--- src/rtl/sync_ctrl_pkg.sv ---
package sync_ctrl_pkg;

  typedef enum logic [1:0] {
    SM_NORMAL = 2'd1,
    SM_HOLD_V = 2'd2,
    SM_RUN_V  = 2'd3
  } sync_mode_e;

  typedef struct packed {
    logic rise;
    logic fall;
  } sync_edge_t;

  typedef struct packed {
    logic v_hold;
    logic vd_mask;
    logic hd_mask;
    logic upd_hold;
    logic scp0_low;
  } sync_mask_t;

  function automatic sync_mode_e decode_mode(input logic enh, input logic mask_v);
    if (!enh)       return SM_NORMAL;
    else if (mask_v) return SM_HOLD_V;
    else            return SM_RUN_V;
  endfunction

endpackage

--- src/rtl/sync_edge_detect.sv ---
module sync_edge_detect
  import sync_ctrl_pkg::*;
#(
  parameter int   STAGES     = 2,
  parameter logic IDLE_LEVEL = 1'b1
) (
  input  logic       clk,
  input  logic       rst,
  input  logic       async_in,
  output sync_edge_t edge_o
);
  logic [STAGES-1:0] meta_q;
  logic              last_q;

  always_ff @(posedge clk) begin
    if (rst) meta_q[0] <= IDLE_LEVEL;
    else     meta_q[0] <= async_in;
  end

  for (genvar g = 1; g < STAGES; g++) begin : g_stage
    always_ff @(posedge clk) begin
      if (rst) meta_q[g] <= IDLE_LEVEL;
      else     meta_q[g] <= meta_q[g-1];
    end
  end

  always_ff @(posedge clk) begin
    if (rst) last_q <= IDLE_LEVEL;
    else     last_q <= meta_q[STAGES-1];
  end

  assign edge_o.rise =  meta_q[STAGES-1] & ~last_q;
  assign edge_o.fall = ~meta_q[STAGES-1] &  last_q;
endmodule

--- src/rtl/sync_interval_track.sv ---
module sync_interval_track
  import sync_ctrl_pkg::*;
(
  input  logic       clk,
  input  logic       rst,
  input  logic       enh_en,
  input  sync_edge_t edge_i,
  output logic       active_next
);
  logic active_q;

  always_comb begin
    if (!enh_en)          active_next = 1'b0;
    else if (edge_i.fall) active_next = 1'b1;
    else if (edge_i.rise) active_next = 1'b0;
    else                  active_next = active_q;
  end

  always_ff @(posedge clk) begin
    if (rst) active_q <= 1'b0;
    else     active_q <= active_next;
  end
endmodule

--- src/rtl/sync_mask_gen.sv ---
module sync_mask_gen
  import sync_ctrl_pkg::*;
(
  input  sync_mode_e mode,
  input  logic       active,
  input  logic       mask_vd_en,
  input  logic       mask_hd_en,
  output sync_mask_t mask_o
);
  always_comb begin
    mask_o = '0;
    case (mode)
      SM_HOLD_V: begin
        mask_o.v_hold  = active;
        mask_o.vd_mask = active & mask_vd_en;
      end
      SM_RUN_V: begin
        mask_o.vd_mask = active & mask_vd_en;
        mask_o.hd_mask = active & mask_hd_en;
      end
      default: mask_o = '0;
    endcase
    mask_o.upd_hold = active & (mode != SM_NORMAL);
    mask_o.scp0_low = active & (mode != SM_NORMAL);
  end
endmodule

--- src/rtl/sync_exposure_ctrl.sv ---
module sync_exposure_ctrl
  import sync_ctrl_pkg::*;
#(
  parameter int   SYNC_STAGES = 2,
  parameter logic SYNC_IDLE   = 1'b1
) (
  input  logic clk,
  input  logic rst,
  input  logic sync_in,
  input  logic enh_en,
  input  logic mask_v_en,
  input  logic mask_vd_en,
  input  logic mask_hd_en,
  input  logic single_field,
  output logic cnt_rst,
  output logic field_rst,
  output logic field_inc,
  output logic v_hold,
  output logic vd_mask,
  output logic hd_mask,
  output logic upd_hold,
  output logic scp0_low
);
  sync_edge_t edge_w;
  logic       active_w;
  sync_mode_e mode_w;
  sync_mask_t mask_w;
  logic       any_edge;

  sync_edge_detect #(.STAGES(SYNC_STAGES), .IDLE_LEVEL(SYNC_IDLE)) i_edge (
    .clk(clk), .rst(rst), .async_in(sync_in), .edge_o(edge_w)
  );

  sync_interval_track i_track (
    .clk(clk), .rst(rst), .enh_en(enh_en), .edge_i(edge_w), .active_next(active_w)
  );

  assign mode_w   = decode_mode(enh_en, mask_v_en);
  assign any_edge = edge_w.rise | edge_w.fall;

  sync_mask_gen i_mask (
    .mode(mode_w), .active(active_w), .mask_vd_en(mask_vd_en),
    .mask_hd_en(mask_hd_en), .mask_o(mask_w)
  );

  always_ff @(posedge clk) begin
    if (rst) begin
      cnt_rst   <= 1'b0;
      field_rst <= 1'b0;
      field_inc <= 1'b0;
      v_hold    <= 1'b0;
      vd_mask   <= 1'b0;
      hd_mask   <= 1'b0;
      upd_hold  <= 1'b0;
      scp0_low  <= 1'b0;
    end else begin
      if (mode_w == SM_NORMAL) begin
        cnt_rst   <= edge_w.rise;
        field_rst <= edge_w.rise;
        field_inc <= 1'b0;
      end else begin
        cnt_rst   <= any_edge;
        field_rst <= 1'b0;
        field_inc <= any_edge & ~single_field;
      end
      v_hold   <= mask_w.v_hold;
      vd_mask  <= mask_w.vd_mask;
      hd_mask  <= mask_w.hd_mask;
      upd_hold <= mask_w.upd_hold;
      scp0_low <= mask_w.scp0_low;
    end
  end
endmodule

--- config.mk ---
export PLATFORM = sky130hd
export DESIGN_NAME = sync_exposure_ctrl
export DESIGN_NICKNAME = d
export VERILOG_FILES = /design/src/rtl/sync_ctrl_pkg.sv /design/src/rtl/sync_edge_detect.sv /design/src/rtl/sync_interval_track.sv /design/src/rtl/sync_mask_gen.sv /design/src/rtl/sync_exposure_ctrl.sv
export SDC_FILE = /design/constraint.sdc
export NUM_CORES = 1
export LEC_CHECK = 0
export ABC_CLOCK_PERIOD_IN_PS = 1490
export BUFFER_PORTS_ARGS = -buffer_cell sky130_fd_sc_hd__buf_2
export CORE_AREA = 2 2 39 41
export CTS_CLUSTER_SIZE = 8
export DETAILED_ROUTE_END_ITERATION = 12
export DIE_AREA = 0 0 41 43
export GPL_ROUTABILITY_DRIVEN = 0
export SYNTH_ARGS = -nofsm -noshare
export SYNTH_HDL_FRONTEND = slang
export SYNTH_SLANG_ARGS = --single-unit
--- constraint.sdc ---
create_clock -name clk -period 1.49 [get_ports clk]
set_input_delay 0.298 -clock clk [delete_from_list [all_inputs] [get_ports clk]]
set_output_delay 0.298 -clock clk [all_outputs]
set_load 0.05 [all_outputs]
==> results.yml, run 1 <==
status:
  status: "finished clean"
power:
  p_leak_nw: 0.2526
  p_switching_mw: 0.1256
  peakVddDrop_mv: 0.6089
  pwr-share-seq_pct: 55.2
  clkPwrFrac_pct: 35.4
  p_int_mw: 0.4239
  powerDensity_nw_per_um2: 1068
  switching_share_pct: 22.85
  finalPower_mw: 0.5495
  pwr-share-comb_pct: 9.4
synthesis:
  async_flop_share_pct: 0
  synth.cell_area_sq_um: 400.4
  synth_top_cell_area_share_pct: 55.00
  yosysMostFrequentCell: "dfxtp_1"
  synth-seq-cells: 11
  yosys_warnings: 0
  synth_nets: 45
  yosysUniqueCellTypes: 13
  synth_cells: 35
  ys_top_cells_by_count: "11 x dfxtp_1, 6 x inv_1, 3 x a21oi_1"
  synth_top_area_cell: "dfxtp_1"
  syn_area_per_cell_sq_um: 11.44
  synth_flop_cell: "dfxtp_1"
  synth_edf_count: 0
  yosysSeqAreaShare_pct: 55.00
  yosys-top-cells-area: "dfxtp_1 55%, a2111oi_4 6.9%, nand2b_4 6.9%, ha_1 6.3%, inv_1 5.6%"
global_routing:
  grt_max_degree: 7
  grt_overflow: 0
  grt_use_total_pct: 8.048
  antenna_found_initial: 0
  grt_pass1_wl_microns: 917
  grt_pass1_vias: 248
finish:
  multi_input_area_sq_um: 150.1
  area_growth_pct: 28.44
  regArea_sq_um: 220.2
  instances_no_fill: 69
  diodes: 0
  final_nets: 64
  drive_gt1_share_pct: 43.40
  fillers: 146
placement:
  pre_cts_ws_ps: 311.5
  dp_cells: 65
  io_buffers: 15
  place_hpwl_microns: 454.6
setup_path:
  critPathCaptureType: "flop"
  worstReg2RegEnd: "hd_mask"
  cp_max_fo: 5
  reg2reg_from: "i_edge.last_q"
  reg2regPathDepth: 4
  worstSetupPathType: "flop to flop"
  worstSetupStartpointType: "flop"
  required_ps: 1660
  crit_arrival_ps: 1340
  regToRegSetupSlack_ps: 320
clock_network:
  clock_path_buffers: 2
  post_cts.repair.setup_buffers: 0
  clk_pin_slew_worst_paths_ps: 70
  cts.sinks: 11
  cts_root_buffer: "clkbuf_4"
  cts_buffers: 3
  htreeDepth: 1
  clk_latency_ps: 260
  cts_tree: "yes"
  cts_hold_buffers: 0
  cts_resized: 0
hold_path:
  holdPathEnd: "field_inc"
  worstHoldPathCells: 2
  min-delay-start: "single_field"
  holdCritPathClass: "input port to flop"
route:
  final_antenna_net_count: 0
  drc: 0
  first_pass_iters: 1
  drt_iter0_drc: 0
  routed_wl_microns: 580
  wl_per_cell_microns: 8.406
  vias_per_cell: 3.928
  vias: 271
sta:
  finalHoldViolCount: 0
  finalSetupTns_ps: 0
  finClkSkew_ps: 5.089
  rsz0062_at_grt: "false"
  fin_crit_sh_pct: 78.79
  fin_crit_ps: 1174
  slew_violations: 0
  tightest_slew_ps: 255.5
  fmax_mhz: 851.8
  holdWs_ps: 189.2
  slew_headroom_pct: 83.08
  layout_setup_ws_ps: 316.0
  setup_viol: 0
floorplan:
  rows: 14
  die_width_microns: 41
  top_level_ports: 16
  initial_utilization_pct: 28.93
  die_h_microns: 43
  core_area_sq_um: 1384
  die_area_sq_um: 1763
run:
  maxCapViolCount: 0
-- logic make-up (layout without fill, tap and decap cells) --
kind of cell               count (synthesis)  count (layout)  share of synthesized area (%)
AOI/OAI and AO/OA                          6               6                          14.37
buffers and inverters                      7              25                          7.500
DFF                                       11              11                          55.00
adders and majority gates                  2               2                          6.249
and+or+nand+nor                            9               9                          16.87
-- power groups by stage --
stage	clock network [mW]	logic (mW)	registers (mW)
after CTS	0.212	0.0524	0.303
after floorplan	0	0.0227	0.321
after global placement	0	0.0516	0.310
after detailed placement	0	0.0520	0.310
after global routing	0.222	0.0563	0.304
final	0.194	0.0515	0.303
-- state kept, by name (all words and copies together) (netlist names) --
register          flops
hd_mask               1
i_edge.meta_q         2
cnt_rst               1
v_hold                1
field_inc             1
field_rst             1
vd_mask               1
i_edge.last_q         1
i_track.active_q      1
scp0_low              1
-- layer usage --
metal	vias up	share of wire [%]	global-route usage (%)
met5	-	0	0
met4	0	0	4.000
met3	0	12	6.806
met2	14	41	10.94
met1	110	47	8.414
li1	147	-	-
-- placed cells by master, fill, tap and decap left out --
master,Yosys,routed
clkbuf_4,0,3
a211oi_1,2,2
or2_2,2,2
ha_1,2,2
dfxtp_1,11,11
a21oi_1,3,3
buf_2,0,15
nor2_1,1,1
nand2b_4,2,2
nor3_1,1,1
or2_1,1,1
a2111oi_4,1,1
clkbuf_1,0,1
nand2b_1,2,2
inv_1,6,6
-- through the flow --
step	utilization [%]	instance area, sq um
6_report	37.16	514.2
3_5_place_dp	35.26	488.0
5_1_grt	37.16	514.2
3_3_place_gp	35.26	488.0
2_1_floorplan	-	400.4
4_1_cts	37.16	514.2
-- area by class of cell --
type                       count  share of cell area (%)
multi-input combinational     17                   29.20
sequential                    11                   42.82
clock buffer                   4                   5.109
timing repair buffer          15                   14.60
tap                           16                   3.893
inverter                       6                   4.380
-- critical path, stage by stage, from the launching register on --
cell and delay [ps]:
dfxtp_1 340, inv_1 50, ha_1 210, nand2b_4 170
a2111oi_4 320
-- how the worst max path moves through the flow --
stage	start	end	cells after the start
2_1_floorplan	scp0_low	upd_hold	1
3_3_place_gp	i_edge.last_q	hd_mask	4
3_5_place_dp	i_edge.last_q	hd_mask	4
4_1_cts	i_edge.last_q	hd_mask	4
5_1_grt	i_edge.last_q	hd_mask	4
6_report	i_edge.last_q	hd_mask	4
(Power assumes the default switching activity.)
==> run 2, diff against run 1 <==
--- a/config.mk
+++ b/config.mk
@@ -5,7 +5,7 @@
 export SDC_FILE = /design/constraint.sdc
 export NUM_CORES = 1
 export LEC_CHECK = 0
-export ABC_CLOCK_PERIOD_IN_PS = 1490
+export ABC_CLOCK_PERIOD_IN_PS = 1010
 export BUFFER_PORTS_ARGS = -buffer_cell sky130_fd_sc_hd__buf_2
 export CORE_AREA = 2 2 39 41
 export CTS_CLUSTER_SIZE = 8
==> constraint.sdc (replaced) <==
create_clock -name clk -period 1.01 [get_ports clk]
set_input_delay 0.202 -clock clk [delete_from_list [all_inputs] [get_ports clk]]
set_output_delay 0.202 -clock clk [all_outputs]
set_load 0.05 [all_outputs]
==> run 2 against run 1 <==
Compared with the run above: worst hold slack lost 95 ps; die area is the same; the run now ends with negative setup slack left; critical endpoint unchanged; critical path type unchanged; clock skew shrank 0.70 ps; largest power group unchanged.
==> results.yml, run 2 (synthesis results as in run 1) <==
status:
  status: "complete, but fails checks"
  violations: "negative setup slack"
route:
  vias_per_cell: 4.282
  first_pass_iters: 2
  vias: 304
  wl_per_cell_microns: 9.901
  drc: 0
  final_antenna_net_count: 0
  routed_wl_microns: 703
  drt_iter0_drc: 1
clock_network:
  cts_hold_buffers: 0
  clk_latency_ps: 270
  cts.sinks: 11
  htreeDepth: 1
  cts_buffers: 3
  cts_tree: "yes"
  cts_root_buffer: "clkbuf_4"
  clk_pin_slew_worst_paths_ps: 70
  clock_path_buffers: 2
sta:
  slew_headroom_pct: 84.68
  fmax_mhz: 951.5
  finalSetupTns_ps: -40.94
  finalHoldViolCount: 0
  rsz0062_at_grt: "true"
  fin_crit_sh_pct: 104.1
  layout_setup_ws_ps: -40.94
  fin_crit_ps: 1051
  setup_viol: 1
  tightest_slew_ps: 229.8
  holdWs_ps: 94.68
  slew_violations: 0
  finClkSkew_ps: 4.385
hold_path:
  holdCritPathClass: "input port to flop"
run:
  maxCapViolCount: 0
floorplan:
  core_area_sq_um: 1384
  die_h_microns: 43
  die_width_microns: 41
  die_area_sq_um: 1763
  rows: 14
  top_level_ports: 16
  initial_utilization_pct: 28.93
finish:
  largest_reg_flops: 2
  diodes: 0
  area_growth_pct: 50.62
  instances_no_fill: 71
  final_nets: 66
  fillers: 138
  layout_common_cells: "8 x dfxtp_1, 7 x buf_2, 7 x buf_4"
  regMostFlops: "i_edge.meta_q"
  multi_input_area_sq_um: 186.4
  utilization_pct: 43.58
  drive_gt1_share_pct: 63.64
  regArea_sq_um: 224.0
  final_common_cell: "dfxtp_1"
  final_area_sq_um: 603.1
global_routing:
  grt_overflow: 0
  met3_usage_pct: 10.99
  grt_use_total_pct: 10.80
  grt_use_met1_pct: 10.13
  antenna_found_initial: 0
  grt.met2_usage_pct: 16.25
  busiest_layer: "met2"
  grt_max_degree: 7
  grt_pass1_vias: 302
  grt_pass1_wl_mm: 1.221
placement:
  io_buffers: 15
  dp_cells: 67
  pre_cts_ws_ps: -118.8
  place_area_sq_um: 506.7
setup_path:
  cp_max_fo: 5
  path_cells: "inv_2, ha_4, nand2b_4, a2111oi_4"
  worstSetupPathType: "flop to flop"
  worstReg2RegEnd: "hd_mask"
  crit_arrival_ps: 1220
  startpoint: "i_edge.last_q"
  cp-endpoint: "hd_mask"
  regToRegSetupSlack_ps: -40
  reg2reg_from: "i_edge.last_q"
  critPathMaxStageDelay_ps: 330
  reg2regPathDepth: 4
  required_ps: 1180
  cpMaxStageDelayCell: "dfxtp_2"
  worstSetupStartpointType: "flop"
  critPathCaptureType: "flop"
power:
  peakVddDrop_mv: 0.9339
  finalPower_mw: 0.8404
  powerDensity_nw_per_um2: 1393
  p_leak_nw: 0.2664
[run 2: changes by cell type in the layout (fill, tap and decap cells not counted), moves of 2 or more]
cell,previous run,this run
buf_2,15,7
buf_4,0,7
buf_6,0,3
dfxtp_1,11,8
dfxtp_2,0,3
ha_1,2,0
ha_4,0,2
inv_1,6,3
inv_2,0,2
[run 2: routing by layer]
layer	vias to the layer above	share of wire [%]	wire (microns)
met4	0	0	0
met5	-	0	0
li1	153	-	-
met2	19	46	325
met3	0	16	111
met1	132	38	266
[run 2: worst min path at each step]
stage / from / end / slack (ps) / cells past startpoint
2_1_floorplan: mask_v_en / hd_mask / 270 / 1
6_report: single_field / field_inc / 90 / 2
4_1_cts: single_field / field_inc / 90 / 2
5_1_grt: single_field / field_inc / 90 / 2
3_3_place_gp: single_field / field_inc / 370 / 2
3_5_place_dp: single_field / field_inc / 370 / 2
[run 2: critical path, delay by kind of cell, from the launching register on]
family / cells / cell delay [ps]
and+or+nand+nor: 1 / 160
adders and majority gates: 1 / 150
AOI/OAI and AO/OA: 1 / 280
buffers and inverters: 1 / 40
DFF: 1 / 330
[run 2: final cells by class]
cell class	count	share of cell area [%]
tap	16	3.320
inverter	6	4.149
multi-input combinational	17	30.91
sequential	11	37.14
timing repair buffer	17	20.12
clock buffer	4	4.357
[run 2: repair_timing]
item,CTS,global route
gates resized for setup,16,6
endpoints found under the setup margin,11,8
pin swaps,1,0
buffers inserted,1,0
[run 2: power breakdown]
| part | leakage [nW] | internal [mW] | switching [mW] | total [mW] |
|---|---|---|---|---|
| registers | 0.0891 | 0.445 | 0.00555 | 0.450 |
| clock network | 0.0150 | 0.153 | 0.143 | 0.296 |
| logic | 0.162 | 0.0417 | 0.0529 | 0.0945 |
==> run 3, diff against run 2 <==
==> constraint.sdc (replaced) <==
create_clock -name clk -period 1.01 [get_ports clk]
set_input_delay 0.2525 -clock clk [delete_from_list [all_inputs] [get_ports clk]]
set_output_delay 0.2525 -clock clk [all_outputs]
set_load 0.05 [all_outputs]
==> run 3 against run 2 <==
Compared with the run above: the run still ends with negative setup slack left; highest routed layer unchanged; largest cell class unchanged; clock power decreased by 3%; die area is the same; sequential share of layout area is 0.63 points lower; critical endpoint unchanged; core utilization up 2.0 points; non-clock buffer count stayed put; first-iteration DRC count down 100%; clock-buffer cell count stayed put; largest power group unchanged; critical path type unchanged; sequential power is essentially flat; power decreased by 0.99%; worst setup slack worse by 7.7 ps; global-route usage decreased by 1.4 points.
==> results.yml, run 3 (synthesis results as in run 1) <==
status:
  status: "complete, but fails checks"
  violations: "negative setup slack"
sta:
  fmax_mhz: 944.6
  fin_crit_ps: 1059
  slew_headroom_pct: 84.99
  setup_viol: 3
  fin_crit_sh_pct: 104.8
  layout_setup_ws_ps: -48.60
  rsz0062_at_grt: "true"
  finClkSkew_ps: 1.939
  tightest_slew_ps: 225.2
  slew_violations: 0
  finalHoldViolCount: 0
placement:
  io_buffers: 15
  place_hpwl_microns: 472.6
  place_area_sq_um: 510.5
  pre_cts_ws_ps: -57.31
power:
  p_switching_mw: 0.1904
  p_leak_nw: 0.2737
  clkPwrFrac_pct: 34.5
  switching_share_pct: 22.88
  p_int_mw: 0.6417
  finalPower_mw: 0.8321
  peakVddDrop_mv: 0.8990
  pwr-share-seq_pct: 54.3
  powerDensity_nw_per_um2: 1320
  pwr-share-comb_pct: 11.1
floorplan:
  top_level_ports: 16
  die_h_microns: 43
  core_area_sq_um: 1384
  initial_utilization_pct: 28.93
  die_width_microns: 41
  die_area_sq_um: 1763
  rows: 14
finish:
  regMostFlops: "i_edge.meta_q"
  area_growth_pct: 57.50
  layout_common_cells: "8 x dfxtp_2, 7 x buf_2, 7 x buf_8"
  final_area_sq_um: 630.6
  final_nets: 66
  final_common_cell: "dfxtp_2"
  largest_reg_flops: 2
  diodes: 0
  drive_gt1_share_pct: 67.27
global_routing:
  grt_use_met1_pct: 8.170
  busiest_layer: "met2"
  grt_pass1_wl_mm: 1.041
  grt.met2_usage_pct: 13.75
  met3_usage_pct: 10.99
  grt_overflow: 0
  grt_use_total_pct: 9.384
  antenna_found_initial: 0
  grt_pass1_vias: 284
  grt_max_degree: 7
setup_path:
  critPathCaptureType: "flop"
  worstSetupPathType: "flop to flop"
  worstReg2RegEnd: "hd_mask"
  cp_max_fo: 5
  worstSetupStartpointType: "flop"
  reg2regPathDepth: 4
  crit_arrival_ps: 1230
  cpMaxStageDelayCell: "dfxtp_2"
  path_cells: "inv_2, ha_4, nand2b_4, a2111oi_4"
  reg2reg_from: "i_edge.last_q"
  critical_path_buf_inv_count: 1
  critPathMaxStageDelay_ps: 340
  regToRegSetupSlack_ps: -50
  critical-path-top-delay-family: "flip-flops"
  required_ps: 1180
route:
  first_pass_iters: 1
  routed_wl_microns: 650
  wl_per_cell_microns: 9.155
  drc: 0
  vias_per_cell: 4.127
  final_antenna_net_count: 0
  drt_iter0_drc: 0
  vias: 293
hold_path:
  holdPathEnd: "field_inc"
  min-delay-start: "single_field"
  worstHoldPathCells: 2
  holdCritPathClass: "input port to flop"
clock_network:
  cts_buffers: 3
  cts_hold_buffers: 0
  cts_root_buffer: "clkbuf_4"
  clk_latency_ps: 260
  clock_path_buffers: 2
  clk_pin_slew_worst_paths_ps: 60
  cts_tree: "yes"
  cts.sinks: 11
  htreeDepth: 1
run:
  maxCapViolCount: 0
-- run 3: cell types whose count changed in the layout (fill, tap and decap cells not counted), moves of 2 or more --
| cell | previous run | this run |
|---|---|---|
| dfxtp_1 | 8 | 3 |
| buf_6 | 3 | 1 |
| buf_8 | 0 | 7 |
| buf_4 | 7 | 2 |
| dfxtp_2 | 3 | 8 |
-- run 3: worst max path at each step --
stage / start / endpoint / slack (ps) / cells past startpoint
2_1_floorplan: i_edge.last_q / hd_mask / 6 / 4
3_3_place_gp: i_edge.last_q / hd_mask / -20 / 4
3_5_place_dp: i_edge.meta_q[1] / hd_mask / -60 / 4
4_1_cts: i_edge.last_q / hd_mask / -50 / 4
5_1_grt: i_edge.meta_q[1] / hd_mask / -110 / 4
6_report: i_edge.last_q / hd_mask / -50 / 4
-- run 3: routing by layer --
layer | share of wire, % | wire, microns
met4 | 0 | 0
met1 | 39 | 253
met5 | 0 | 0
met3 | 15 | 100
met2 | 46 | 297
-- run 3: power groups by stage --
| stage | logic [mW] | clock network (mW) | registers (mW) |
|---|---|---|---|
| 6_report | 0.0924 | 0.287 | 0.452 |
| 5_1_grt | 0.102 | 0.329 | 0.453 |
| 4_1_cts | 0.0900 | 0.302 | 0.450 |
| 3_5_place_dp | 0.0804 | 0 | 0.459 |
| 3_3_place_gp | 0.0796 | 0 | 0.458 |
| 2_1_floorplan | 0.0353 | 0 | 0.475 |
-- run 3: layout make-up --
class / instances / area (sq um)
fillers: 138 / 753.2
multi-input cells: 17 / 165.2
flip-flops and latches: 11 / 230.2
clock buffers: 4 / 26.28
inverters: 6 / 22.52
well taps: 16 / 20.02
repair buffers: 17 / 166.4
-- run 3: metrics by stage --
step | hold WS, ps | TNS (ps) | util [%] | cells
after floorplan | 316.8 | 0 | - | 35
after global placement | 393.9 | -17.65 | 36.89 | 66
after detailed placement | 394.2 | -57.31 | 36.89 | 66
after CTS | 135.7 | -84.76 | 43.31 | 71
after global routing | 124.3 | -432.9 | 45.57 | 71
final | 135.8 | -66.50 | 45.57 | 71
-- run 3: repair_timing --
item                                    4_1_cts  5_1_grt
setup buffers                                 1        0
pin swaps                                     0        0
gates resized for setup                      19       12
gates cloned                                  0        0
endpoints found under the setup margin       11       12
